<file path="config.mk">
export PLATFORM = sky130hd
export DESIGN_NAME = wdog_keyed
export DESIGN_NICKNAME = d
export VERILOG_FILES = /design/src/rtl/wdog_keyed_pkg.sv /design/src/rtl/wdog_keyed_seq.sv /design/src/rtl/wdog_keyed_cfg.sv /design/src/rtl/wdog_keyed_cnt.sv /design/src/rtl/wdog_keyed_resp.sv /design/src/rtl/wdog_keyed.sv
export SDC_FILE = /design/constraint.sdc
export NUM_CORES = 1
export LEC_CHECK = 0
export BUFFER_PORTS_ARGS = -buffer_cell sky130_fd_sc_hd__buf_2
export CORE_MARGIN = 5
export CORE_UTILIZATION = 50
export CTS_CLUSTER_SIZE = 30
export DETAILED_ROUTE_END_ITERATION = 7
export GPL_TIMING_DRIVEN = 1
export PLACE_DENSITY = 0.87
export SETUP_SLACK_MARGIN = 0.5
export SYNTH_ARGS = -nofsm -noshare
export SYNTH_HDL_FRONTEND = slang
export SYNTH_SLANG_ARGS = --single-unit
</file>
<file path="constraint.sdc">
create_clock -name clk -period 2.6 [get_ports clk]
set_input_delay 0.13 -clock clk [delete_from_list [all_inputs] [get_ports clk]]
set_output_delay 0.13 -clock clk [all_outputs]
set_load 0.05 [all_outputs]
</file>
<file path="src/rtl/wdog_keyed_pkg.sv">
// Shared definitions for the keyed watchdog: control word layout,
// register addresses, service keys and response states.
package wdog_keyed_pkg;

    // Control word; the first member is the most significant bit.
    typedef struct packed {
        logic       test_en;   // bit 8, stored only
        logic [1:0] clk_sel;   // bits 7:6, stored only
        logic       dbg_run;   // bit 5
        logic       stop_run;  // bit 4
        logic       wait_run;  // bit 3
        logic       irq_first; // bit 2
        logic       win_en;    // bit 1
        logic       en;        // bit 0
    } wd_ctrl_t;

    localparam int CTRL_W = $bits(wd_ctrl_t);

    localparam wd_ctrl_t CTRL_RST = '{test_en: 1'b0, clk_sel: 2'd0,
                                      dbg_run: 1'b0, stop_run: 1'b0,
                                      wait_run: 1'b0, irq_first: 1'b0,
                                      win_en: 1'b0, en: 1'b1};

    typedef enum logic [1:0] {
        A_CTRL = 2'd0,
        A_TMO  = 2'd1,
        A_WIN  = 2'd2,
        A_SVC  = 2'd3
    } wd_addr_e;

    localparam logic [15:0] KEY_REF_A = 16'hA602;
    localparam logic [15:0] KEY_REF_B = 16'hB480;
    localparam logic [15:0] KEY_UNL_A = 16'hC520;
    localparam logic [15:0] KEY_UNL_B = 16'hD928;

    typedef enum logic [1:0] {
        RS_RUN = 2'd0,
        RS_IRQ = 2'd1,
        RS_RST = 2'd2
    } wd_resp_e;

endpackage

</file>
<file path="src/rtl/wdog_keyed_seq.sv">
// Key pair detector for the service port.
// What it does: recognises the restart pair and the unlock pair, and
// flags any broken sequence as a fault.
// Assumptions: svc_wr is high for one cycle per write. The gap is counted
// in bus cycles, and a second key that arrives KEY_GAP cycles after the
// first is still accepted.
module wdog_keyed_seq
    import wdog_keyed_pkg::*;
#(
    parameter int KEY_GAP = 20
) (
    input  logic        clk,
    input  logic        rst_n,
    input  logic        svc_wr,
    input  logic [15:0] svc_key,
    output logic        refresh_ok,
    output logic        unlock_ok,
    output logic        seq_fault
);

    localparam int              GAP_W    = $clog2(KEY_GAP + 2);
    localparam logic [GAP_W-1:0] GAP_LAST = GAP_W'(KEY_GAP);

    typedef enum logic [1:0] {SQ_IDLE, SQ_REF, SQ_UNL} sq_e;

    sq_e              st_q, st_d;
    logic [GAP_W-1:0] gap_q;

    // Decide the next sequence state and the one-cycle result pulses.
    always_comb begin
        st_d       = st_q;
        refresh_ok = 1'b0;
        unlock_ok  = 1'b0;
        seq_fault  = 1'b0;
        unique case (st_q)
            SQ_IDLE: begin
                if (svc_wr) begin
                    if (svc_key == KEY_REF_A)      st_d = SQ_REF;
                    else if (svc_key == KEY_UNL_A) st_d = SQ_UNL;
                    else                           seq_fault = 1'b1;
                end
            end
            SQ_REF: begin
                if (svc_wr) begin
                    st_d = SQ_IDLE;
                    if (svc_key == KEY_REF_B) refresh_ok = 1'b1;
                    else                      seq_fault  = 1'b1;
                end else if (gap_q == GAP_LAST) begin
                    st_d      = SQ_IDLE;
                    seq_fault = 1'b1;
                end
            end
            SQ_UNL: begin
                if (svc_wr) begin
                    st_d = SQ_IDLE;
                    if (svc_key == KEY_UNL_B) unlock_ok = 1'b1;
                    else                      seq_fault = 1'b1;
                end else if (gap_q == GAP_LAST) begin
                    st_d      = SQ_IDLE;
                    seq_fault = 1'b1;
                end
            end
            default: st_d = SQ_IDLE;
        endcase
    end

    // Hold the state and count the bus cycles since the first key.
    always_ff @(posedge clk) begin
        if (!rst_n) begin
            st_q  <= SQ_IDLE;
            gap_q <= '0;
        end else begin
            st_q <= st_d;
            if (st_q == SQ_IDLE) gap_q <= GAP_W'(1);
            else                 gap_q <= gap_q + GAP_W'(1);
        end
    end

endmodule

</file>
<file path="src/rtl/wdog_keyed_cfg.sv">
// Configuration registers and the span during which they can be written.
// What it does: holds the control word, the time-out limit and the window
// start, and accepts writes to them only while the open span runs.
// Assumptions: the span starts with CFG_OPEN cycles after reset and is
// reloaded by every valid unlock.
module wdog_keyed_cfg
    import wdog_keyed_pkg::*;
#(
    parameter int               CNT_W       = 32,
    parameter int               CFG_OPEN    = 256,
    parameter logic [CNT_W-1:0] RST_TIMEOUT = 32'h0000_FFFF
) (
    input  logic             clk,
    input  logic             rst_n,
    input  logic             bus_wr,
    input  logic [1:0]       bus_addr,
    input  logic [CNT_W-1:0] bus_wdata,
    input  logic             unlock_ok,
    output wd_ctrl_t         ctrl,
    output logic [CNT_W-1:0] tmo,
    output logic [CNT_W-1:0] win,
    output logic             cfg_open
);

    localparam int              OPEN_W    = $clog2(CFG_OPEN + 1);
    localparam logic [OPEN_W-1:0] OPEN_LOAD = OPEN_W'(CFG_OPEN);

    logic [OPEN_W-1:0] open_q;

    assign cfg_open = (open_q != '0);

    // Count down the remaining writable cycles.
    always_ff @(posedge clk) begin
        if (!rst_n)         open_q <= OPEN_LOAD;
        else if (unlock_ok) open_q <= OPEN_LOAD;
        else if (cfg_open)  open_q <= open_q - OPEN_W'(1);
    end

    // Take configuration writes while the span is open.
    always_ff @(posedge clk) begin
        if (!rst_n) begin
            ctrl <= CTRL_RST;
            tmo  <= RST_TIMEOUT;
            win  <= '0;
        end else if (bus_wr && cfg_open) begin
            case (bus_addr)
                A_CTRL:  ctrl <= wd_ctrl_t'(bus_wdata[CTRL_W-1:0]);
                A_TMO:   tmo  <= bus_wdata;
                A_WIN:   win  <= bus_wdata;
                default: ;
            endcase
        end
    end

endmodule

</file>
<file path="src/rtl/wdog_keyed_cnt.sv">
// Watchdog counter with time-out and window checks.
// What it does: counts ticks while the counter may run, clears on a valid
// restart, and reports a time-out or a restart that came too early.
// Assumptions: tick is high for one cycle per watchdog clock period, and
// the counter stops at the limit.
module wdog_keyed_cnt #(
    parameter int CNT_W = 32
) (
    input  logic             clk,
    input  logic             rst_n,
    input  logic             tick,
    input  logic             en,
    input  logic             win_en,
    input  logic [2:0]       mode_in,
    input  logic [2:0]       mode_run,
    input  logic [CNT_W-1:0] tmo,
    input  logic [CNT_W-1:0] win,
    input  logic             refresh_ok,
    output logic [CNT_W-1:0] cnt,
    output logic             tmo_fault,
    output logic             win_fault
);

    logic [2:0] blocked;
    logic       run;

    // A mode stalls the counter when it is active and its run bit is clear.
    for (genvar m = 0; m < 3; m++) begin : g_gate
        assign blocked[m] = mode_in[m] & ~mode_run[m];
    end

    assign run       = en & ~(|blocked);
    assign tmo_fault = run & (cnt >= tmo);
    assign win_fault = refresh_ok & win_en & (cnt < win);

    // Advance on ticks below the limit and clear on a restart.
    always_ff @(posedge clk) begin
        if (!rst_n)                         cnt <= '0;
        else if (refresh_ok)                cnt <= '0;
        else if (tick && run && cnt < tmo)  cnt <= cnt + CNT_W'(1);
    end

endmodule

</file>
<file path="src/rtl/wdog_keyed_resp.sv">
// Fault response sequencer and the watchdog-reset flag.
// What it does: turns the first fault into an immediate reset request,
// or into an interrupt that is followed by a reset after IRQ_DELAY ticks.
// Assumptions: the request holds until rst_n; the flag uses por_n only.
module wdog_keyed_resp
    import wdog_keyed_pkg::*;
#(
    parameter int IRQ_DELAY = 128
) (
    input  logic clk,
    input  logic rst_n,
    input  logic por_n,
    input  logic tick,
    input  logic irq_first,
    input  logic fault,
    output logic wd_irq,
    output logic wd_rst,
    output logic wd_flag
);

    localparam int              DLY_W    = $clog2(IRQ_DELAY + 1);
    localparam logic [DLY_W-1:0] DLY_LAST = DLY_W'(IRQ_DELAY - 1);

    wd_resp_e         st_q;
    logic [DLY_W-1:0] dly_q;

    assign wd_irq = (st_q == RS_IRQ);
    assign wd_rst = (st_q == RS_RST);

    // Step from running to interrupt or reset and count the delay ticks.
    always_ff @(posedge clk) begin
        if (!rst_n) begin
            st_q  <= RS_RUN;
            dly_q <= '0;
        end else begin
            case (st_q)
                RS_RUN: if (fault) begin
                    st_q  <= irq_first ? RS_IRQ : RS_RST;
                    dly_q <= '0;
                end
                RS_IRQ: if (tick) begin
                    if (dly_q == DLY_LAST) st_q  <= RS_RST;
                    else                   dly_q <= dly_q + DLY_W'(1);
                end
                default: st_q <= RS_RST;
            endcase
        end
    end

    // Record a watchdog reset until power-on reset.
    always_ff @(posedge clk) begin
        if (!por_n)      wd_flag <= 1'b0;
        else if (wd_rst) wd_flag <= 1'b1;
    end

endmodule

</file>
<file path="src/rtl/wdog_keyed.sv">
// Top of the keyed watchdog.
// What it does: connects the key detector, the configuration block, the
// counter and the fault response, and decodes the single write port.
// Assumptions: the bus write port and the data width match the counter
// width; rst_n is driven low by the system after wd_rst is asserted.
module wdog_keyed
    import wdog_keyed_pkg::*;
#(
    parameter int               CNT_W       = 32,
    parameter int               KEY_GAP     = 20,
    parameter int               CFG_OPEN    = 256,
    parameter int               IRQ_DELAY   = 128,
    parameter logic [CNT_W-1:0] RST_TIMEOUT = 32'h0000_FFFF
) (
    input  logic              clk,
    input  logic              rst_n,
    input  logic              por_n,
    input  logic              tick,
    input  logic              in_wait,
    input  logic              in_stop,
    input  logic              in_debug,
    input  logic              bus_wr,
    input  logic [1:0]        bus_addr,
    input  logic [CNT_W-1:0]  bus_wdata,
    output logic              wd_irq,
    output logic              wd_rst,
    output logic              wd_flag,
    output logic [CNT_W-1:0]  cnt_o,
    output logic [CTRL_W-1:0] ctrl_o,
    output logic [CNT_W-1:0]  tmo_o,
    output logic [CNT_W-1:0]  win_o,
    output logic              cfg_open_o
);

    wd_ctrl_t         ctrl;
    logic [CNT_W-1:0] tmo, win;
    logic             svc_wr, refresh_ok, unlock_ok;
    logic             seq_fault, tmo_fault, win_fault;

    assign svc_wr = bus_wr && (bus_addr == A_SVC);

    wdog_keyed_seq #(.KEY_GAP(KEY_GAP)) u_seq (
        .clk        (clk),
        .rst_n      (rst_n),
        .svc_wr     (svc_wr),
        .svc_key    (bus_wdata[15:0]),
        .refresh_ok (refresh_ok),
        .unlock_ok  (unlock_ok),
        .seq_fault  (seq_fault)
    );

    wdog_keyed_cfg #(
        .CNT_W       (CNT_W),
        .CFG_OPEN    (CFG_OPEN),
        .RST_TIMEOUT (RST_TIMEOUT)
    ) u_cfg (
        .clk       (clk),
        .rst_n     (rst_n),
        .bus_wr    (bus_wr),
        .bus_addr  (bus_addr),
        .bus_wdata (bus_wdata),
        .unlock_ok (unlock_ok),
        .ctrl      (ctrl),
        .tmo       (tmo),
        .win       (win),
        .cfg_open  (cfg_open_o)
    );

    wdog_keyed_cnt #(.CNT_W(CNT_W)) u_cnt (
        .clk        (clk),
        .rst_n      (rst_n),
        .tick       (tick),
        .en         (ctrl.en),
        .win_en     (ctrl.win_en),
        .mode_in    ({in_debug, in_stop, in_wait}),
        .mode_run   ({ctrl.dbg_run, ctrl.stop_run, ctrl.wait_run}),
        .tmo        (tmo),
        .win        (win),
        .refresh_ok (refresh_ok),
        .cnt        (cnt_o),
        .tmo_fault  (tmo_fault),
        .win_fault  (win_fault)
    );

    wdog_keyed_resp #(.IRQ_DELAY(IRQ_DELAY)) u_resp (
        .clk       (clk),
        .rst_n     (rst_n),
        .por_n     (por_n),
        .tick      (tick),
        .irq_first (ctrl.irq_first),
        .fault     (seq_fault | tmo_fault | win_fault),
        .wd_irq    (wd_irq),
        .wd_rst    (wd_rst),
        .wd_flag   (wd_flag)
    );

    assign ctrl_o = ctrl;
    assign tmo_o  = tmo;
    assign win_o  = win;

endmodule

</file>
==> key figures, run 1 <==
Run status
  – Status: completed

GRT
  – Final global-route overflow total: 0
  – First-pass GRT wire length: 36800 um
  – Gr usage total: 25.9%
  – Initial antenna violation count: 1
  – Largest net degree at the start of global routing: 48
  – Vias in the first global route: 7296

Final layout
  – Fill count: 999
  – Ratio of cells with drive above 1 in the final layout: 38.8%
  – Antenna Cells: 0
  – Final Util: 71.1%
  – Nets: 1196
  – Synthesis-to-layout area growth: 39.7%
  – Post-Layout Cell Count: 1278

Logic synthesis
  – Largest family of logic cells by synthesized area: simple AND/OR/NAND/NOR gates
  – Synth Area in Adders: 12.3%
  – Post-synthesis sequential area ratio: 35.7%
  – Yosys top cell area share: 35.7%
  – Mapped cell area: 7400 um^2
  – Compound-gate portion of the synthesized area: 12.9%
  – Avg Cell Area, Syn: 8.50 um^2
  – Most frequent cells after synthesis: 132 x dfxtp_1, 104 x nand2_1, 78 x inv_1
  – Syn. warnings: 0
  – Distinct cells, synth: 64
  – Syn_nets: 986
  – Cell with the most instances after synthesis: dfxtp_1
  – Synth top area cells: dfxtp_1 36%, ha_1 12%, mux2i_1 6.5%
  – Prevailing post-synth register cell: dfxtp_1
  – FF+latch count, synth: 132
  – Post-synthesis xor/xnor area fraction: 2.60%
  – Post-Synth Simple-Gate Area: 23.6%
  – Mux cell area share after synthesis: 6.65%
  – Number of synthesized flops with an enable pin: 0
  – Asr flop ratio synth: 0%
  – Largest area contributor in the netlist: dfxtp_1
  – Cell count after synthesis: 871

Floorplan
  – Die Width: 132 um
  – Die Height: 132 um
  – Num rows: 44
  – DIE AREA: 17300 um^2
  – Placeable Area: 14500 um^2
  – Starting Density: 50.9%
  – Ports: 151

Worst hold path
  – Hold WC Path Type: in -> reg

Placement
  – GPL Wtd Cong: 0.882
  – DP Wirelength: 16000 um
  – Placed Cells: 1204
  – Port buffer count: 150
  – Pre-CTS setup slack: -0.0944 ns

Setup path
  – Worst Setup End Kind: flip-flop
  – Critical path startpoint category: flip-flop
  – Critical path data arrival time: 2.88 ns
  – CP max FO: 6
  – WP data required: 2.91 ns
  – Worst Path Class, Setup: reg -> reg

CTS
  – CTS Buf Count: 17
  – CTS tree: yes
  – Clock transition at path regs: 0.06 ns
  – Clock tree buffer depth: 2
  – Root Driver: clkbuf_16
  – Clk Latency, worst-skew pair: 0.42 ns
  – CTS sink cnt: 132
  – H-tree depth: 4

Timing
  – Hold WS: 0.0157 ns
  – Hold Fails Final Rpt: 0
  – Clk_skew: 0.00756 ns
  – Worst slew pin tran: 0.561 ns
  – Fmax achieved: 0.389 GHz
  – Fin Setup TNS: 0 ns
  – Period Utilization, post-route: 98.8%
  – Max_slew headroom: 62.1%
  – Final Slew Violations: 0
  – Tmin final: 2.57 ns
  – Endpoints failing setup: 0
  – RSZ-0062 raised after global routing: true
  – Min setup slack post-route: 0.0301 ns

Pwr
  – Leakage: 4.36 nW
  – Peak supply drop: 0.433 mV
  – Cell Pwr Density: 537 nW/um^2

Route
  – Wire per inst: 19.1 um
  – Drt pass-1 iters: 5
  – Antenna-violating nets left: 0
  – Total number of vias: 7446
  – DRC: 0
  – Initial drt markers: 722
  – Final wirelength: 24400 um
  – Vias per inst: 5.83

Job
  – Maxcap violations: 0
metrics by stage:
step	power [W]	area (um^2)
after floorplan	0.00291	8040
after global routing	0.00578	10300
final	0.00555	10300
after detailed placement	0.00316	9030
after CTS	0.00552	9960
after global placement	0.00313	9030
cells in the final DEF (no fill, tap or decap), types with 17 or more instances in the layout:
cell | Yosys | layout
buf_2 | 7 | 150
buf_4 | 6 | 40
nand3_1 | 19 | 17
nor2b_1 | 47 | 46
dlygate4sd3_1 | 0 | 19
nor2_1 | 42 | 41
dfxtp_4 | 0 | 44
a21oi_1 | 48 | 30
dfxtp_2 | 0 | 33
a21boi_1 | 0 | 17
nand2_1 | 104 | 101
clkbuf_16 | 0 | 21
dfxtp_1 | 132 | 55
mux2i_1 | 48 | 46
xnor2_1 | 18 | 18
nand4_1 | 24 | 24
inv_1 | 78 | 62
ha_1 | 73 | 59
kinds of logic (layout without fill, tap and decap cells):
logic type / after synthesis / after routing
xor+xnor: 22 / 22
compound gates: 151 / 151
flops: 132 / 132
fa+ha+maj: 73 / 73
buf+inv: 115 / 338
simple gates: 329 / 329
mux: 49 / 49
flip-flops by register name (all words and copies together) (netlist names):
register        count
u_cfg.tmo          32
u_cfg.win          32
u_cnt.cnt          32
u_cfg.ctrl          9
u_cfg.open_q        9
u_resp.dly_q        8
u_seq.gap_q         5
u_resp.st_q         2
u_seq.st_q          2
u_resp.wd_flag      1
worst max-delay path, cell delays in order, from the launching register on:
cell and delay [ns]:
dfxtp_4 0.35, inv_2 0.04, ha_4 0.28, nand2_1 0.07, o21ai_2 0.22, buf_4 0.15
nor2b_2 0.05, buf_4 0.15, o311ai_2 0.47, clkbuf_4 0.35, nor4_1 0.09, xnor2_1 0.16
nor2_1 0.06
layer usage:
layer  vias to the layer above  global-route usage (%)  part of all wire, %
li1                       3488                       -                    -
met1                      3508                    31.8                   40
met4                         2                    12.3                  5.0
met2                       341                    42.8                   48
met5                         -                       0                0.029
met3                       107                    6.00                  7.4
power breakdown:
part           total, W  internal [W]  switching [W]
Sequential      0.00220       0.00211      0.0000922
Combinational   0.00101      0.000388       0.000624
Clock           0.00234       0.00144       0.000897
worst paths after layout:
check	slack [ns]	endpoint	cells after the start	startpoint
max reg2reg	0.03	u_cnt.cnt[5]$_SDFFE_PP0P_	12	u_cfg.tmo[27]$_SDFFE_PN0P_
min	0.02	u_cfg.tmo[11]$_SDFFE_PN1P_	3	bus_wdata[11]
max	0.03	u_cnt.cnt[5]$_SDFFE_PP0P_	12	u_cfg.tmo[27]$_SDFFE_PN0P_
min reg2reg	0.46	u_resp.wd_flag$_SDFFE_PN0P_	1	u_resp.wd_flag$_SDFFE_PN0P_
layout make-up:
| type | count | area, um^2 | share of cell area, % |
|---|---|---|---|
| clock buffer | 25 | 541 | 5.23 |
| clock inverter | 7 | 38.8 | 0.375 |
| inverter | 78 | 293 | 2.83 |
| multi-input combinational | 624 | 4900 | 47.4 |
| sequential | 132 | 2850 | 27.6 |
| tap | 184 | 230 | 2.23 |
| timing repair buffer | 228 | 1490 | 14.4 |
repair_timing:
action,4_1_cts,5_1_grt
gates resized for setup,34,57
buffers inserted,5,14
hold endpoints to repair,33,0
setup endpoints to repair,43,83
pin swaps,25,36
cloned,2,2
hold buffers,19,0
Note: power is estimated with default switching activity, not from simulation.
==> inputs of run 2 (changes only) <==
- CTS_BUF_LIST: not set -> sky130_fd_sc_hd__clkbuf_16
==> key figures, run 2 (synthesis gave the netlist of run 1 again) <==
Run status
  – Status: completed

Floorplan
  – Die Height: 132 um (unchanged)
  – Ports: 151 (unchanged)
  – Num rows: 44 (unchanged)
  – Placeable Area: 14500 um^2 (unchanged)
  – DIE AREA: 17300 um^2 (unchanged)
  – Die Width: 132 um (unchanged)
  – Starting Density: 50.9% (unchanged)

Timing
  – Endpoints failing setup: 0 (unchanged)
  – Clk_skew: 0.00862 ns (+0.00106 ns)
  – Final Slew Violations: 0 (unchanged)
  – Fmax achieved: 0.392 GHz (+0.71%)
  – Max_slew headroom: 62.4% (+0.31 points)
  – Period Utilization, post-route: 98.1% (-0.70 points)
  – Hold Fails Final Rpt: 0 (unchanged)
  – Fin Setup TNS: 0 ns (unchanged)
  – Worst slew pin tran: 0.556 ns (-0.00457 ns)
  – RSZ-0062 raised after global routing: true
  – Min setup slack post-route: 0.0482 ns (+0.0181 ns)
  – Tmin final: 2.55 ns (-0.0181 ns)

Final layout
  – Antenna Cells: 0 (unchanged)
  – Top Registers: u_cfg.tmo x32, u_cfg.win x32, u_cnt.cnt x32
  – Most common cell after layout, fill and taps aside: buf_2
  – Final Util: 71.1% (unchanged)
  – Finished Cell Area: 10300 um^2 (unchanged)
  – Fill count: 999 (unchanged)
  – Nets: 1196 (unchanged)
  – Commonest cells after routing, fill and taps aside: 150 x buf_2, 101 x nand2_1, 66 x inv_1
  – Synthesis-to-layout area growth: 39.7% (unchanged)
  – Ratio of cells with drive above 1 in the final layout: 38.8% (unchanged)

Setup path
  – Buf/Inv on CP: 4 (unchanged)
  – Critical Path, Cell by Cell: inv_2 -> ha_4 -> nand2_1 -> o21ai_2 -> buf_4 -> nor2b_2 -> buf_4 -> o311ai_2 -> clkbuf_4 -> nor4_1 -> xnor2_1 -> nor2_1
  – WP data required: 2.91 ns (about the same)
  – Critical path data arrival time: 2.86 ns (-0.02 ns)
  – Slowest cell delay on critical path: 0.46 ns (about the same)
  – Max stage delay cell, worst path: o311ai_2
  – R2R Setup Slk: 0.05 ns (+0.02 ns)
  – Worst Path Class, Setup: reg -> reg
  – CP max FO: 6 (unchanged)
  – Most used cell, CP: buf_4
  – Delay-heaviest family, CP: buffers and inverters
  – Worst Setup End Kind: flip-flop
  – Critical path startpoint category: flip-flop

Placement
  – DP Wirelength: 16000 um (unchanged)
  – Pre-CTS setup slack: -0.0944 ns (unchanged)
  – Port buffer count: 150 (unchanged)
  – DP Area: 9030 um^2 (unchanged)
  – GPL Wtd Cong: 0.882 (unchanged)

CTS
  – CTS sink cnt: 132 (unchanged)
  – CTS Buf Count: 17 (unchanged)
  – Clock tree buffer depth: 2 (unchanged)
  – Root Driver: clkbuf_16
  – CTS tree: yes
  – H-tree depth: 4 (unchanged)
  – Clk Latency, worst-skew pair: 0.42 ns (about the same)
  – Clock transition at path regs: 0.06 ns (about the same)

GRT
  – Initial antenna violation count: 1 (unchanged)
  – Largest net degree at the start of global routing: 48 (unchanged)
  – First-pass GRT wire length: 36900 um (about the same)
  – Gr usage total: 25.9% (unchanged)
  – Final global-route overflow total: 0 (unchanged)
  – Vias in the first global route: 7292 (-0.055%)

Worst hold path
  – Hold WC Path Type: in -> reg

Pwr
  – Leakage: 4.38 nW (+0.38%)
  – Cell Pwr Density: 536 nW/um^2 (-0.16%)
  – Peak supply drop: 0.435 mV (+0.63%)

Route
  – Vias per inst: 5.86 (+0.51%)
  – DRC: 0 (unchanged)
  – Wire per inst: 19.1 um (about the same)
  – Final wirelength: 24400 um (about the same)
  – Antenna-violating nets left: 0 (unchanged)
  – Initial drt markers: 813 (+13%)
  – Drt pass-1 iters: 7 (+2)
  – Total number of vias: 7484 (+0.51%)

Job
  – Maxcap violations: 0 (unchanged)
==> run 2: changes by cell type in the layout (fill, tap and decap cells not counted), sizes merged <==
cell / change
clkbuf: -4
inv: +4
==> run 2: power breakdown <==
part | internal (W) | total, W | leakage [nW] | switching, W
sequential | 0.00211 | 0.00220 | 1.11 | 0.0000923
clock | 0.00142 | 0.00233 | 0.308 | 0.000905
combinational | 0.000388 | 0.00101 | 2.96 | 0.000623
==> run 2: path summary, 6_finish.rpt <==
| kind | endpoint | cells after the start | startpoint |
|---|---|---|---|
| worst min register to register | u_resp.wd_flag$_SDFFE_PN0P_ | 1 | u_resp.wd_flag$_SDFFE_PN0P_ |
| worst max-delay path | u_cnt.cnt[5]$_SDFFE_PP0P_ | 12 | u_cfg.tmo[27]$_SDFFE_PN0P_ |
| worst max register to register | u_cnt.cnt[5]$_SDFFE_PP0P_ | 12 | u_cfg.tmo[27]$_SDFFE_PN0P_ |
| worst min-delay path | u_cfg.tmo[11]$_SDFFE_PN1P_ | 3 | bus_wdata[11] |
==> run 2: metrics by stage <==
step           power (W)  hold slack (ns)  std cells
4_1_cts          0.00550          0.00519       1262
2_1_floorplan    0.00291            0.248        871
5_1_grt          0.00576           0.0262       1278
3_5_place_dp     0.00316            0.339       1204
6_report         0.00554           0.0127       1278
3_3_place_gp     0.00313            0.330       1204
==> run 2: layer usage <==
metal	track usage (%)	vias up	part of all wire [%]
met5	0	-	0.053
met4	12.3	2	4.6
met2	42.8	355	48
met1	31.9	3544	40
met3	6.00	96	7.5
li1	-	3487	-
==> run 2: cell type report <==
| class | count | area, um^2 | share of cell area, % |
|---|---|---|---|
| clock inverters | 11 | 53.8 | 0.521 |
| inverters | 78 | 293 | 2.83 |
| repair buffers | 228 | 1490 | 14.4 |
| clock buffers | 21 | 526 | 5.09 |
| flip-flops and latches | 132 | 2850 | 27.6 |
| well taps | 184 | 230 | 2.23 |
| multi-input cells | 624 | 4900 | 47.4 |
==> run 2: worst reg2reg max path: cells and delay by family, from the launching register on <==
| family | cells | cell delay, ns |
|---|---|---|
| buf+inv | 4 | 0.70 |
| compound gates | 2 | 0.67 |
| flops | 1 | 0.35 |
| fa+ha+maj | 1 | 0.28 |
| simple gates | 4 | 0.27 |
| xor+xnor | 1 | 0.16 |
==> run 2: what timing repair did <==
item,in CTS,in global routing
hold buffers,19,0
gates cloned,2,2
endpoints found under the setup margin,43,83
hold endpoints to repair,33,0
pin swaps,25,36
setup buffers,5,14
resized for setup,34,57
